`config.mk`:
```
export PLATFORM = sky130hd
export DESIGN_NAME = nand_page_reader
export DESIGN_NICKNAME = d
export VERILOG_FILES = /design/src/rtl/nprd_pkg.sv /design/src/rtl/nprd_phase_timer.sv /design/src/rtl/nprd_row_addr.sv /design/src/rtl/nand_page_reader.sv
export SDC_FILE = /design/constraint.sdc
export NUM_CORES = 1
export LEC_CHECK = 0
export BUFFER_PORTS_ARGS = -buffer_cell sky130_fd_sc_hd__buf_4
export CORE_AREA = 2 2 111 113
export CTS_CLUSTER_DIAMETER = 50
export DETAILED_ROUTE_END_ITERATION = 7
export DIE_AREA = 0 0 113 115
export GPL_TIMING_DRIVEN = 1
export PLACE_DENSITY = 0.47
export SLEW_MARGIN = 20
export SYNTH_ARGS = -nofsm -noshare
export SYNTH_HDL_FRONTEND = slang
export SYNTH_SLANG_ARGS = --single-unit
```
`constraint.sdc`:
```
create_clock -name clk -period 3.44 [get_ports clk]
set_input_delay 0 -clock clk [delete_from_list [all_inputs] [get_ports clk]]
set_output_delay 0 -clock clk [all_outputs]
set_load 0.01 [all_outputs]
```
`src/rtl/nprd_pkg.sv`:
```
package nprd_pkg;
    typedef enum logic [3:0] {
        S_IDLE,
        S_CMD_RD,
        S_COL,
        S_ROW,
        S_TAIL,
        S_CMD_CF,
        S_WAIT_LO,
        S_WAIT_HI,
        S_DATA
    } nprd_state_t;

    localparam logic [7:0] OP_READ0   = 8'h00;
    localparam logic [7:0] OP_CONFIRM = 8'h30;
    localparam logic [7:0] ADDR_ZERO  = 8'h00;
    localparam int         CHUNK_BYTES = 512;
endpackage

```
`src/rtl/nprd_phase_timer.sv`:
```
module nprd_phase_timer #(
    parameter int PH = 2
) (
    input  logic clk,
    input  logic rst_n,
    input  logic run,
    output logic low,
    output logic last
);
    localparam int CW = (2 * PH > 1) ? $clog2(2 * PH) : 1;
    localparam logic [CW-1:0] LOW_END = CW'(PH);
    localparam logic [CW-1:0] LAST_V  = CW'(2 * PH - 1);

    logic [CW-1:0] cnt;

    always_ff @(posedge clk) begin
        if (!rst_n) begin
            cnt <= '0;
        end else if (!run || last) begin
            cnt <= '0;
        end else begin
            cnt <= cnt + 1'b1;
        end
    end

    assign low  = run && (cnt < LOW_END);
    assign last = run && (cnt == LAST_V);

    AST_PHASE_RANGE: assert property (@(posedge clk) disable iff (!rst_n)
        cnt <= LAST_V);
    AST_PHASE_CLEAR: assert property (@(posedge clk) disable iff (!rst_n)
        !run |=> (cnt == '0));
endmodule

```
`src/rtl/nprd_row_addr.sv`:
```
module nprd_row_addr #(
    parameter int W     = 24,
    parameter int TOTAL = 65536
) (
    input  logic         clk,
    input  logic         rst_n,
    input  logic         load,
    input  logic [W-1:0] page_in,
    input  logic         shift,
    output logic [7:0]   row_byte,
    output logic         row_last,
    output logic         in_range
);
    localparam logic [W-1:0] CNT_INIT = W'(TOTAL - 1);
    localparam logic [W:0]   LIMIT    = (W + 1)'(TOTAL);

    logic [W-1:0] pg;
    logic [W-1:0] cnt;
    logic         rng;

    always_ff @(posedge clk) begin
        if (!rst_n) begin
            pg  <= '0;
            cnt <= '0;
            rng <= 1'b0;
        end else if (load) begin
            pg  <= page_in;
            cnt <= CNT_INIT;
            rng <= ({1'b0, page_in} <= LIMIT);
        end else if (shift) begin
            pg  <= pg >> 8;
            cnt <= cnt >> 8;
        end
    end

    assign row_byte = pg[7:0];
    assign row_last = ((cnt >> 8) == '0);
    assign in_range = rng;

    AST_ROW_LSB_FIRST: assert property (@(posedge clk) disable iff (!rst_n)
        load |=> (row_byte == $past(page_in[7:0])));
endmodule

```
`src/rtl/nand_page_reader.sv`:
```
module nand_page_reader
    import nprd_pkg::*;
#(
    parameter int PAGE_BYTES  = 2048,
    parameter int TOTAL_PAGES = 65536,
    parameter int PAGE_NUM_W  = 24,
    parameter int T_PH        = 2,
    parameter int BUSY_TMO    = 1000,
    localparam int NCHUNK     = PAGE_BYTES / CHUNK_BYTES,
    localparam int CHUNK_W    = (NCHUNK > 1) ? $clog2(NCHUNK) : 1
) (
    input  logic                  clk,
    input  logic                  rst_n,
    input  logic                  start,
    input  logic [PAGE_NUM_W-1:0] page_num,
    output logic                  done,
    output logic                  err,
    output logic                  nand_cle,
    output logic                  nand_ale,
    output logic                  nand_we_n,
    output logic                  nand_re_n,
    output logic [7:0]            nand_io_out,
    output logic                  nand_io_oe,
    input  logic [7:0]            nand_io_in,
    input  logic                  nand_rb_n,
    output logic                  buf_we,
    output logic [CHUNK_W-1:0]    buf_chunk,
    output logic [8:0]            buf_offset,
    output logic [7:0]            buf_data
);
    localparam int  BYTE_W = $clog2(PAGE_BYTES);
    localparam int  TMO_W  = $clog2(BUSY_TMO + 1);
    localparam bit  LARGE  = (PAGE_BYTES > CHUNK_BYTES);
    localparam logic [BYTE_W-1:0] LAST_BYTE = BYTE_W'(PAGE_BYTES - 1);
    localparam logic [TMO_W-1:0]  TMO_LAST  = TMO_W'(BUSY_TMO - 1);

    nprd_state_t       state, nxt;
    logic              col_second;
    logic [BYTE_W-1:0] bidx;
    logic [TMO_W-1:0]  tmo;
    logic              done_q, err_q;
    logic              run, ph_low, ph_last;
    logic              row_shift, row_last, in_range;
    logic [7:0]        row_byte;
    logic              launch, tmo_hit, is_wait;

    assign launch    = (state == S_IDLE) && start;
    assign is_wait   = (state == S_WAIT_LO) || (state == S_WAIT_HI);
    assign tmo_hit   = is_wait && (tmo == TMO_LAST);
    assign run       = (state == S_CMD_RD) || (state == S_COL) || (state == S_ROW) ||
                       (state == S_TAIL) || (state == S_CMD_CF) || (state == S_DATA);
    assign row_shift = (state == S_ROW) && ph_last;

    nprd_phase_timer #(.PH(T_PH)) u_timer (
        .clk  (clk),
        .rst_n(rst_n),
        .run  (run),
        .low  (ph_low),
        .last (ph_last)
    );

    nprd_row_addr #(.W(PAGE_NUM_W), .TOTAL(TOTAL_PAGES)) u_row (
        .clk     (clk),
        .rst_n   (rst_n),
        .load    (launch),
        .page_in (page_num),
        .shift   (row_shift),
        .row_byte(row_byte),
        .row_last(row_last),
        .in_range(in_range)
    );

    // next-state decision
    always_comb begin
        nxt = state;
        unique case (state)
            S_IDLE:    if (start) nxt = S_CMD_RD;
            S_CMD_RD:  if (ph_last) nxt = S_COL;
            S_COL:     if (ph_last) begin
                           if (LARGE && !col_second) nxt = S_COL;
                           else if (in_range)         nxt = S_ROW;
                           else                       nxt = S_TAIL;
                       end
            S_ROW:     if (ph_last && row_last) nxt = S_TAIL;
            S_TAIL:    if (ph_last) nxt = LARGE ? S_CMD_CF : S_WAIT_LO;
            S_CMD_CF:  if (ph_last) nxt = S_WAIT_LO;
            S_WAIT_LO: if (!nand_rb_n) nxt = S_WAIT_HI;
                       else if (tmo_hit) nxt = S_IDLE;
            S_WAIT_HI: if (nand_rb_n) nxt = S_DATA;
                       else if (tmo_hit) nxt = S_IDLE;
            S_DATA:    if (ph_last && (bidx == LAST_BYTE)) nxt = S_IDLE;
            default:   nxt = S_IDLE;
        endcase
    end

    // state register and sequencing counters
    always_ff @(posedge clk) begin
        if (!rst_n) begin
            state      <= S_IDLE;
            col_second <= 1'b0;
            bidx       <= '0;
            tmo        <= '0;
            done_q     <= 1'b0;
            err_q      <= 1'b0;
        end else begin
            state  <= nxt;
            done_q <= (state == S_DATA) && ph_last && (bidx == LAST_BYTE);
            if (launch) begin
                col_second <= 1'b0;
                bidx       <= '0;
                err_q      <= 1'b0;
            end
            if ((state == S_COL) && ph_last) col_second <= 1'b1;
            if ((state == S_DATA) && ph_last) bidx <= bidx + 1'b1;
            if (!is_wait || (nxt != state)) tmo <= '0;
            else                            tmo <= tmo + 1'b1;
            if (tmo_hit && (nxt == S_IDLE)) err_q <= 1'b1;
        end
    end

    // outputs
    always_comb begin
        nand_cle    = (state == S_CMD_RD) || (state == S_CMD_CF);
        nand_ale    = (state == S_COL) || (state == S_ROW) || (state == S_TAIL);
        nand_io_oe  = nand_cle || nand_ale;
        nand_we_n   = !(nand_io_oe && ph_low);
        nand_re_n   = !((state == S_DATA) && ph_low);
        unique case (state)
            S_CMD_CF: nand_io_out = OP_CONFIRM;
            S_ROW:    nand_io_out = row_byte;
            S_CMD_RD: nand_io_out = OP_READ0;
            default:  nand_io_out = ADDR_ZERO;
        endcase
        buf_we      = (state == S_DATA) && ph_last;
        buf_offset  = bidx[8:0];
        buf_data    = nand_io_in;
        done        = done_q;
        err         = err_q;
    end

    generate
        if (NCHUNK > 1) begin : g_multi_chunk
            assign buf_chunk = bidx[BYTE_W-1:9];
        end else begin : g_single_chunk
            assign buf_chunk = '0;
        end
    endgenerate

    AST_CMD_ADDR_EXCL: assert property (@(posedge clk) disable iff (!rst_n)
        !(nand_cle && nand_ale));
    AST_STROBE_EXCL: assert property (@(posedge clk) disable iff (!rst_n)
        !(!nand_we_n && !nand_re_n));
    AST_DONE_ONE_CYCLE: assert property (@(posedge clk) disable iff (!rst_n)
        done |=> !done);
    AST_DONE_AFTER_WRITE: assert property (@(posedge clk) disable iff (!rst_n)
        done |-> $past(buf_we));
    AST_ERR_NO_DONE: assert property (@(posedge clk) disable iff (!rst_n)
        $rose(err) |-> !done);
endmodule

```
==> metrics.md, run 1 <==
| Metric | Value |
|---|---|
| Slew headroom | 37.7% |
| Average wire per standard cell | 14.6 microns |
| Fin Hold WS | 0.00392 ps |
| Largest net degree at the start of global routing | 48 |
| Critical path's largest stage delay | 900 ps |
| Drt pass-1 iters | 8 |
| Period utilisation layout | 72.7% |
| Critical Path Start Type | flip-flop |
| Hpwl dp | 5.44 mm |
| Post-synth EDFFs | 0 |
| Initial Util | 24.5% |
| M1 GR Usage | 16.7% |
| CP Class | reg2reg |
| Layout area overhead | 22.6% |
| Clock-pin slew on the worst setup and hold paths | 70 ps |
| Row cnt | 40 |
| Design area | 0.00355 sq mm |
| Clock sinks | 56 |
| Worst hold start | nand_io_in[4] |
| Grt ovf | 0 |
| Top-area cell type share of the netlist area | 38.7% |
| Worst reg2reg startpoint | state[0] |
| Fin Setup TNS | 0 ps |
| CTS tree | yes |
| Syn avg cell area | 8.28 sq um |
| Core area | 0.0118 sq mm |
| Most common flop cell mapped by yosys | dfxtp_1 |
| Clk Latency, worst-skew pair | 290 ps |
| Num CTS Buffers | 5 |
| CP Capture Type | flip-flop |
| Die span in y | 115 microns |
| Commonest non-fill, non-tap cell in the layout | buf_4 |
| Drt via density | 5.02 |
| CP Data Arrival Time | 2670 ps |
| PortBufs | 54 |
| F_max | 400 MHz |
| Critical Path Fanout Max | 27 |
| Synthesis Warnings | 0 |
| Failing checks | design-rule violations |
| Register area share after synthesis | 38.7% |
| Nets | 427 |
| Crit path launch | state[0] |
| Cell Area, Synth | 0.00290 sq mm |
| Worst-Margin Slew | 935 ps |
| Num ports | 71 |
| DIE AREA | 0.0130 sq mm |
| M3 GR Usage | 2.53% |
| RSZ-0062 raised after global routing | false |
| Post-detailed-route count of antenna-violating nets | 0 |
| Core Util, Final | 30.1% |
| Power per cell area | 377 mW/mm^2 |
| Status | finished, violations left |
| Clk root buf | clkbuf_16 |
| Total track usage | 11.7% |
| Tmin final | 2500 ps |
| Post-Synthesis Net Count | 389 |
| Die X | 113 microns |
| Area after DPL | 0.00333 sq mm |
| Synth area leader | dfxtp_1 |
| Global routing usage on met2 | 18.2% |
| Routability-driven placement congestion ratio | 0.753 |
| Maximum root-to-sink buffer count | 2 |
| Final Max Slew Viols | 0 |
| # H-tree levels | 2 |
| Initial detailed-routing violation count | 194 |
| Clock Skew | 8.37 ps |
| Slowest library cell on the worst path | and4bb_1 |
| Initial antenna violation count | 0 |
| Antenna diode count | 0 |
| Vias | 2,692 |
| Fin. Hold Viols | 0 |
| Synth Register Bits | 56 |
| Post-route DRC | 6 |
| Synth Instances | 350 |
| Distinct cell type count after synthesis | 56 |
| Crit path cell chain | and4bb_1 -> nand2_2 -> a21oi_1 -> nor2_1 |
| Ys async rst share | 0% |
| Setup violations, final | 0 |
| First-pass GRT wire length | 12.5 mm |
| Final WL | 7.83 mm |
| Busiest grt layer | met2 |
| Vias in the first global route | 2,428 |
| Max-capacitance violation count | 0 |
| CP required | 3610 ps |
| Layout cells sized above 1 | 19.5% |
| Static Leakage | 1.26 nW |
| Max VDD drop | 0.250 mV |
| Commonest cells after routing, fill and taps aside | buf_4, dfxtp_1, nand2_1 |
| Synth top area cells | dfxtp_1, nand3_1, a311oi_1 |
| Worst hold path type | in2out |
[timing repair]
item                                   in CTS  in global routing
endpoints found under the hold margin       7                  0
resized for setup                           0                  0
hold buffers                                7                  0
buffers inserted                            0                  0
[layer usage]
metal  vias up  part of all wire [%]
met2        76                    45
met4         0                  0.59
met1      1260                    49
li1       1352                     -
met3         4                   5.4
met5         -                     0
[critical path, delay by kind of cell, from the launching register on]
kind,cells,cell delay (ps)
AND/OR/NAND/NOR,3,1450
AO/OA/AOI/OAI,1,270
flip-flops,1,640
[stage by stage]
| stage | std cells | setup WS (ps) | total power [mW] |
|---|---|---|---|
| after CTS | 536 | 905 | 1.36 |
| after global routing | 536 | 690 | 1.40 |
| after detailed placement | 521 | 921 | 0.826 |
| after floorplan | 350 | 1850 | 0.779 |
| final | 536 | 938 | 1.34 |
| after global placement | 521 | 934 | 0.824 |
[layout make-up]
class / count / area (sq um)
Sequential cell: 56 / 1120
Timing Repair Buffer: 64 / 498
Inverter: 7 / 26.3
Fill cell: 1268 / 8260
Clock buffer: 5 / 125
Tap cell: 147 / 184
Clock inverter: 3 / 25.0
Multi-Input combinational cell: 254 / 1570
[cells in the mapped netlist, drive strengths merged, types with 2 or more instances]
master  instances
and2            8
a22o            2
a311oi         17
or3             4
xor2            3
o211ai          4
nor4            7
o31ai           2
nor3           14
nand3b          4
clkinv          2
nor3b           3
nor2           30
nand4           6
inv             5
and4            4
nor2b           3
dfxtp          56
a21oi          21
nor4b           3
buf            23
nand3          32
nand2          38
clkbuf         10
a211oi          5
and3            4
xnor2           6
ha              3
o21ai           8
nand2b          4
[flip-flops by register name (all words and copies together) (netlist names)]
name / flops
u_row.pg: 24
bidx: 11
tmo: 10
state: 4
u_timer.cnt: 2
col_second: 1
done: 1
err: 1
u_row.cnt: 1
u_row.in_range: 1
[final timing paths]
kind / endpoint / depth (start not counted) / slack [ps]
worst max register to register: u_row.cnt[14] / 4 / 940
worst min-delay path: buf_data[4] / 0 / 0.004
worst max-delay path: u_row.cnt[14] / 4 / 940
worst min register to register: u_timer.cnt[0] / 1 / 430
[power by group]
| part | switching [mW] | internal [mW] |
|---|---|---|
| clock network | 0.249 | 0.276 |
| registers | 0.0174 | 0.673 |
| logic | 0.0672 | 0.0572 |
| total | 0.334 | 1.01 |
[cells by family (layout without fill, tap and decap cells)]
family	Yosys count	in the layout	share of synthesized area, %
xor+xnor	9	9	2.72
flops	56	56	38.7
buf+inv	40	79	7.04
compound gates	72	72	18.4
simple gates	170	170	31.8
fa+ha+maj	3	3	1.30
No activity file was read; power rests on OpenSTA's default activity.
==> run 2, diff against run 1 <==
--- a/config.mk
+++ b/config.mk
@@ -11,7 +11,7 @@
 export DETAILED_ROUTE_END_ITERATION = 7
 export DIE_AREA = 0 0 113 115
 export GPL_TIMING_DRIVEN = 1
-export PLACE_DENSITY = 0.47
+export PLACE_DENSITY = 0.48
 export SLEW_MARGIN = 20
 export SYNTH_ARGS = -nofsm -noshare
 export SYNTH_HDL_FRONTEND = slang
==> constraint.sdc (replaced) <==
create_clock -name clk -period 2.2 [get_ports clk]
set_input_delay 0 -clock clk [delete_from_list [all_inputs] [get_ports clk]]
set_output_delay 0 -clock clk [all_outputs]
set_load 0.01 [all_outputs]
==> metrics.md, run 2 (synthesized netlist as in run 1, its figures left out) <==
| Metric | Value |
|---|---|
| Design area | 0.00364 sq mm (+2.5%) |
| Worst reg2reg endpoint | u_row.pg[9] |
| Clock sinks | 56 (unchanged) |
| Critical Path Fanout Max | 8 (-70%) |
| Row cnt | 40 (unchanged) |
| Clk Latency, worst-skew pair | 300 ps (about the same) |
| Clock Skew | 11.1 ps (+2.75 ps) |
| Commonest cells after routing, fill and taps aside | buf_4, dfxtp_1, nand2_1 |
| Grt ovf | 0 (unchanged) |
| Hold Path Depth | 0 (unchanged) |
| CP Class | reg2out |
| PortBufs | 54 (unchanged) |
| Vias | 2,756 (+2.4%) |
| Fin. Hold Viols | 0 (unchanged) |
| Pre-CTS WS | 224 ps (-697 ps) |
| R2R depth | 5 (+1) |
| Final setup margin | 156 ps (-782 ps) |
| Critical Path Start Type | flip-flop |
| Multi-input logic area | 0.00157 sq mm (unchanged) |
| Layout area overhead | 25.6% |
| Setup violations, final | 0 (unchanged) |
| Worst-Margin Slew | 494 ps (-441 ps) |
| Worst hold path type | in2out |
| Average wire per standard cell | 14.6 microns (-0.16%) |
| Clock-pin slew on the worst setup and hold paths | 70 ps (about the same) |
| Maximum root-to-sink buffer count | 2 (unchanged) |
| Tmin final | 2040 ps |
| Period utilisation layout | 92.9% |
| Area after DPL | 0.00338 sq mm (+1.5%) |
| Cell repeated most along the worst path | buf_4 |
| CP required | 2200 ps (-1410 ps) |
| CTS tree | yes |
| Largest Register | u_row.pg |
| Non-Filler Instances | 545 (+1.7%) |
| CP Data Arrival Time | 2040 ps (-630 ps) |
| Die X | 113 microns (unchanged) |
| Commonest non-fill, non-tap cell in the layout | buf_4 |
| Max VDD drop | 0.345 mV (+38%) |
| Hpwl dp | 5.60 mm (+3.1%) |
| Critical path's largest stage delay | 470 ps (-430 ps) |
| CP Capture Type | primary output |
| F_max | 489 MHz |
| Clk root buf | clkbuf_16 |
| Number of flip-flops in the largest register | 24 (unchanged) |
| Status | finished, violations left |
| First-pass GRT wire length | 13.2 mm (+6.3%) |
| Worst reg2reg startpoint | state[3] |
| Fin Setup TNS | 0 ps (unchanged) |
| Initial Util | 24.5% (unchanged) |
| Slew headroom | 66.9% (+29 points) |
| R2R setup slack | 300 ps (-640 ps) |
| Total track usage | 12.3% (+0.64 points) |
| Final WL | 7.95 mm (+1.5%) |
| Seq. cell area | 0.00112 sq mm (+0.11%) |
| Vias in the first global route | 2,680 (+10%) |
| # H-tree levels | 2 (unchanged) |
| Layout cells sized above 1 | 20.6% (+1.1 points) |
| Inst Count DP | 526 (+0.96%) |
| Antenna diode count | 0 (unchanged) |
| Filler Cells Inserted | 1,283 (+1.2%) |
| Max-capacitance violation count | 0 (unchanged) |
| Failing checks | design-rule violations |
| Post-CTS Setup Inserts | 0 (unchanged) |
| Num CTS Buffers | 5 (unchanged) |
| Core Util, Final | 30.8% (+0.75 points) |
| Routability-driven placement congestion ratio | 0.784 (+4.1%) |
| Die span in y | 115 microns (unchanged) |
| Crit path cell chain | buf_4 -> or3b_2 -> a21oi_1 -> or2_2 -> nand2b_1 -> buf_4 |
| DIE AREA | 0.0130 sq mm (unchanged) |
| Slowest library cell on the worst path | dfxtp_1 |
| Drt pass-1 iters | 6 (-2) |
| RSZ-0062 raised after global routing | false |
| Static Leakage | 1.31 nW (+4.2%) |
| Drt via density | 5.06 (+0.69%) |
| Largest regs | u_row.pg x24, bidx x11, tmo x10 |
| Nets | 436 (+2.1%) |
| Worst hold start | nand_io_in[1] |
| Post-detailed-route count of antenna-violating nets | 0 (unchanged) |
| Final Max Slew Viols | 0 (unchanged) |
| Initial detailed-routing violation count | 179 (-7.7%) |
| Worst hold endpoint | buf_data[1] |
| Post-route DRC | 7 (+1) |
| Core area | 0.0118 sq mm (unchanged) |
| Initial antenna violation count | 0 (unchanged) |
| Num ports | 71 (unchanged) |
| Largest net degree at the start of global routing | 48 (unchanged) |
| Power per cell area | 580 mW/mm^2 (+54%) |
[run 2: worst max-delay path by stage]
stage	start	endpoint	cells after the start
2_1_floorplan	tmo[0]	tmo[1]	5
3_3_place_gp	state[0]	u_row.cnt[14]	5
3_5_place_dp	state[0]	u_row.cnt[14]	5
4_1_cts	state[0]	nand_we_n	6
5_1_grt	state[2]	nand_we_n	6
6_report	state[2]	nand_we_n	6
[run 2: repair_timing]
item                                    in CTS  in global routing
hold buffers                                11                  0
endpoints found under the setup margin       0                  1
resized for setup                            0                  1
hold endpoints to repair                    11                  0
[run 2: metrics by stage]
stage               hold slack (ps)  power, mW
global route                 0.0208       2.21
detailed placement           0.0686       1.30
CTS                          0.0686       2.14
global placement             0.0686       1.30
finish                      0.00392       2.11
floorplan                      91.8       1.22
[run 2: final cells by class]
type                            count  area share, %
Multi-Input combinational cell    254           43.2
Tap cell                          147           5.05
Clock inverter                      3          0.619
Inverter                            7          0.722
Clock buffer                        5           3.44
Sequential cell                    56           30.8
Timing Repair Buffer               73           16.2
[run 2: layer usage]
| metal | vias up | wire (microns) | share of wire (%) | global-route usage (%) |
|---|---|---|---|---|
| li1 | 1375 | - | - | - |
| met1 | 1301 | 3910 | 49 | 17.0 |
| met2 | 70 | 3540 | 45 | 19.7 |
| met3 | 10 | 399 | 5.0 | 2.32 |
| met4 | 0 | 95 | 1.2 | 3.66 |
| met5 | - | 0 | 0 | 0 |
[run 2: where the power goes]
| group | total (mW) | internal (mW) | switching (mW) |
|---|---|---|---|
| clock network | 0.824 | 0.428 | 0.396 |
| registers | 1.08 | 1.05 | 0.0268 |
| logic | 0.208 | 0.0999 | 0.108 |
| total | 2.11 | 1.58 | 0.531 |
[run 2: worst max-delay path: cells and delay by family (launching register included)]
family	cells	cell delay, ps
flops	1	470
buf+inv	2	360
simple gates	3	670
compound gates	1	250
==> run 3, diff against run 2 <==
--- a/config.mk
+++ b/config.mk
@@ -12,6 +12,7 @@
 export DIE_AREA = 0 0 113 115
 export GPL_TIMING_DRIVEN = 1
 export PLACE_DENSITY = 0.48
+export SETUP_SLACK_MARGIN = 0.1
 export SLEW_MARGIN = 20
 export SYNTH_ARGS = -nofsm -noshare
 export SYNTH_HDL_FRONTEND = slang
==> constraint.sdc (replaced) <==
create_clock -name clk -period 2.2 [get_ports clk]
set_input_delay 0.33 -clock clk [delete_from_list [all_inputs] [get_ports clk]]
set_output_delay 0.33 -clock clk [all_outputs]
set_load 0.01 [all_outputs]
==> metrics.md, run 3 (synthesized netlist as in run 1, its figures left out) <==
| Metric | Value |
|---|---|
| Filler Cells Inserted | 1,260 (-1.8%) |
| CP required | 1870 ps (-330 ps) |
| Vias | 2,687 (-2.5%) |
| F_max | 491 MHz (+0.30%) |
| Power per cell area | 580 mW/mm^2 (about the same) |
| Total track usage | 12.2% (-0.15 points) |
| Largest net degree at the start of global routing | 48 (unchanged) |
| Number of flip-flops in the largest register | 24 (unchanged) |
| Largest Register | u_row.pg |
| Layout area overhead | 23.8% |
| Multi-input logic area | 0.00160 sq mm (+1.6%) |
| Drt via density | 5.00 (-1.1%) |
| CP Capture Type | primary output |
| Max-capacitance violation count | 0 (unchanged) |
| R2R setup slack | 340 ps (+40 ps) |
| Seq. cell area | 0.00113 sq mm (+0.78%) |
| Final Max Slew Viols | 0 (unchanged) |
| First-pass GRT wire length | 13.2 mm (-0.52%) |
| # H-tree levels | 2 (unchanged) |
| Post-detailed-route count of antenna-violating nets | 0 (unchanged) |
| Die X | 113 microns (unchanged) |
| Final WL | 7.90 mm (-0.59%) |
| Slew headroom | 64.6% (-2.4 points) |
| Post-route DRC | 7 (unchanged) |
| Core Util, Final | 30.4% (-0.46 points) |
| CP Data Arrival Time | 1710 ps (-330 ps) |
| Die span in y | 115 microns (unchanged) |
| Fin Setup TNS | 0 ps (unchanged) |
| Static Leakage | 1.27 nW (-2.8%) |
| Commonest cells after routing, fill and taps aside | buf_4, dfxtp_1, nand2_1 |
| Clk root buf | clkbuf_16 |
| Initial antenna violation count | 0 (unchanged) |
| Worst-Margin Slew | 531 ps (+37.3 ps) |
| Largest regs | u_row.pg x24, bidx x11, tmo x10 |
| DIE AREA | 0.0130 sq mm (unchanged) |
| Period utilisation layout | 92.6% (-0.28 points) |
| Layout cells sized above 1 | 24.1% (+3.5 points) |
| Failing checks | design-rule violations |
| Routability-driven placement congestion ratio | 0.789 (+0.68%) |
| Num CTS Buffers | 5 (unchanged) |
| Grt ovf | 0 (unchanged) |
| Clock sinks | 56 (unchanged) |
| Worst hold path type | in2reg |
| Commonest non-fill, non-tap cell in the layout | buf_4 |
| CP Class | reg2out |
| Num ports | 71 (unchanged) |
| Final setup margin | 162 ps (+6.09 ps) |
| Slowest library cell on the worst path | or3b_2 |
| Clk Latency, worst-skew pair | 290 ps (about the same) |
| Clock Skew | 8.11 ps (-3.01 ps) |
| Antenna diode count | 0 (unchanged) |
| Maximum root-to-sink buffer count | 2 (unchanged) |
| Max VDD drop | 0.424 mV (+23%) |
| Post-CTS Setup Inserts | 0 (unchanged) |
| Critical Path Start Type | flip-flop |
| Tmin final | 2040 ps (-6.09 ps) |
| Initial detailed-routing violation count | 160 (-11%) |
| Nets | 428 (-1.8%) |
| RSZ-0062 raised after global routing | false |
| Hpwl dp | 5.70 mm (+1.7%) |
| CTS tree | yes |
| Vias in the first global route | 2,625 (-2.1%) |
| PortBufs | 54 (unchanged) |
| Fin. Hold Viols | 0 (unchanged) |
| # hold bufs at CTS | 0 (-11) |
| Critical Path Fanout Max | 12 (+4) |
| Clock-pin slew on the worst setup and hold paths | 70 ps (about the same) |
| Critical path's largest stage delay | 510 ps (+40 ps) |
| Status | finished, violations left |
| Average wire per standard cell | 14.7 microns (+0.89%) |
| Crit path cell chain | or3b_2 -> a21oi_4 -> or2_4 -> nand2b_1 -> buf_4 |
| Setup violations, final | 0 (unchanged) |
| Row cnt | 40 (unchanged) |
| Drt pass-1 iters | 6 (unchanged) |
| Pre-CTS WS | 179 ps (-45.1 ps) |
| Initial Util | 24.5% (unchanged) |
| Core area | 0.0118 sq mm (unchanged) |
-- run 3: changes by cell type in the layout (fill, tap and decap cells not counted), moves of 2 or more --
cell and change:
dlygate4sd3_1 -11, buf_4 +3, dfxtp_1 -3, dfxtp_4 +2
-- run 3: repair_timing --
| action | in CTS | in global routing |
|---|---|---|
| resized for setup | 7 | 7 |
| pin swaps | 0 | 1 |
| cloned | 0 | 0 |
| endpoints found under the setup margin | 11 | 5 |
-- run 3: per-stage QoR --
stage               power, mW  instances  hold slack, ps  cell area [sq um]
floorplan                1.22        350             407               2900
global placement         1.30        529             413               3400
detailed placement       1.30        529             443               3400
CTS                      2.11        537             286               3560
global route             2.18        537             295               3590
finish                   2.08        537             295               3590
-- run 3: metal layers --
layer / share of wire (%) / global-route usage [%]
met1: 50 / 17.7
met2: 43 / 19.0
met3: 6.4 / 2.64
met4: 0.27 / 1.79
met5: 0 / 0
-- run 3: path summary, 6_finish.rpt --
kind | startpoint | endpoint | depth (start not counted)
worst max-delay path | state[0] | nand_we_n | 5
worst min-delay path | page_num[21] | u_row.pg[21] | 3
worst max register to register | tmo[0] | tmo[1] | 5
worst min register to register | u_timer.cnt[0] | u_timer.cnt[0] | 1
-- run 3: layout make-up --
class	instances	area share (%)
multi-input cells	254	44.5
flip-flops and latches	56	31.5
repair buffers	65	14.0
well taps	147	5.13
clock buffers	5	3.49
inverters	7	0.767
clock inverters	3	0.593
-- run 3: worst max-delay path, delay by kind of cell (launching register included) --
family	cells	cell delay, ps
buf+inv	1	150
flops	1	390
compound gates	1	150
simple gates	3	740
-- run 3: report_power, final --
group	switching [mW]	internal, mW
combinational	0.108	0.0909
sequential	0.0260	1.05
clock	0.379	0.425
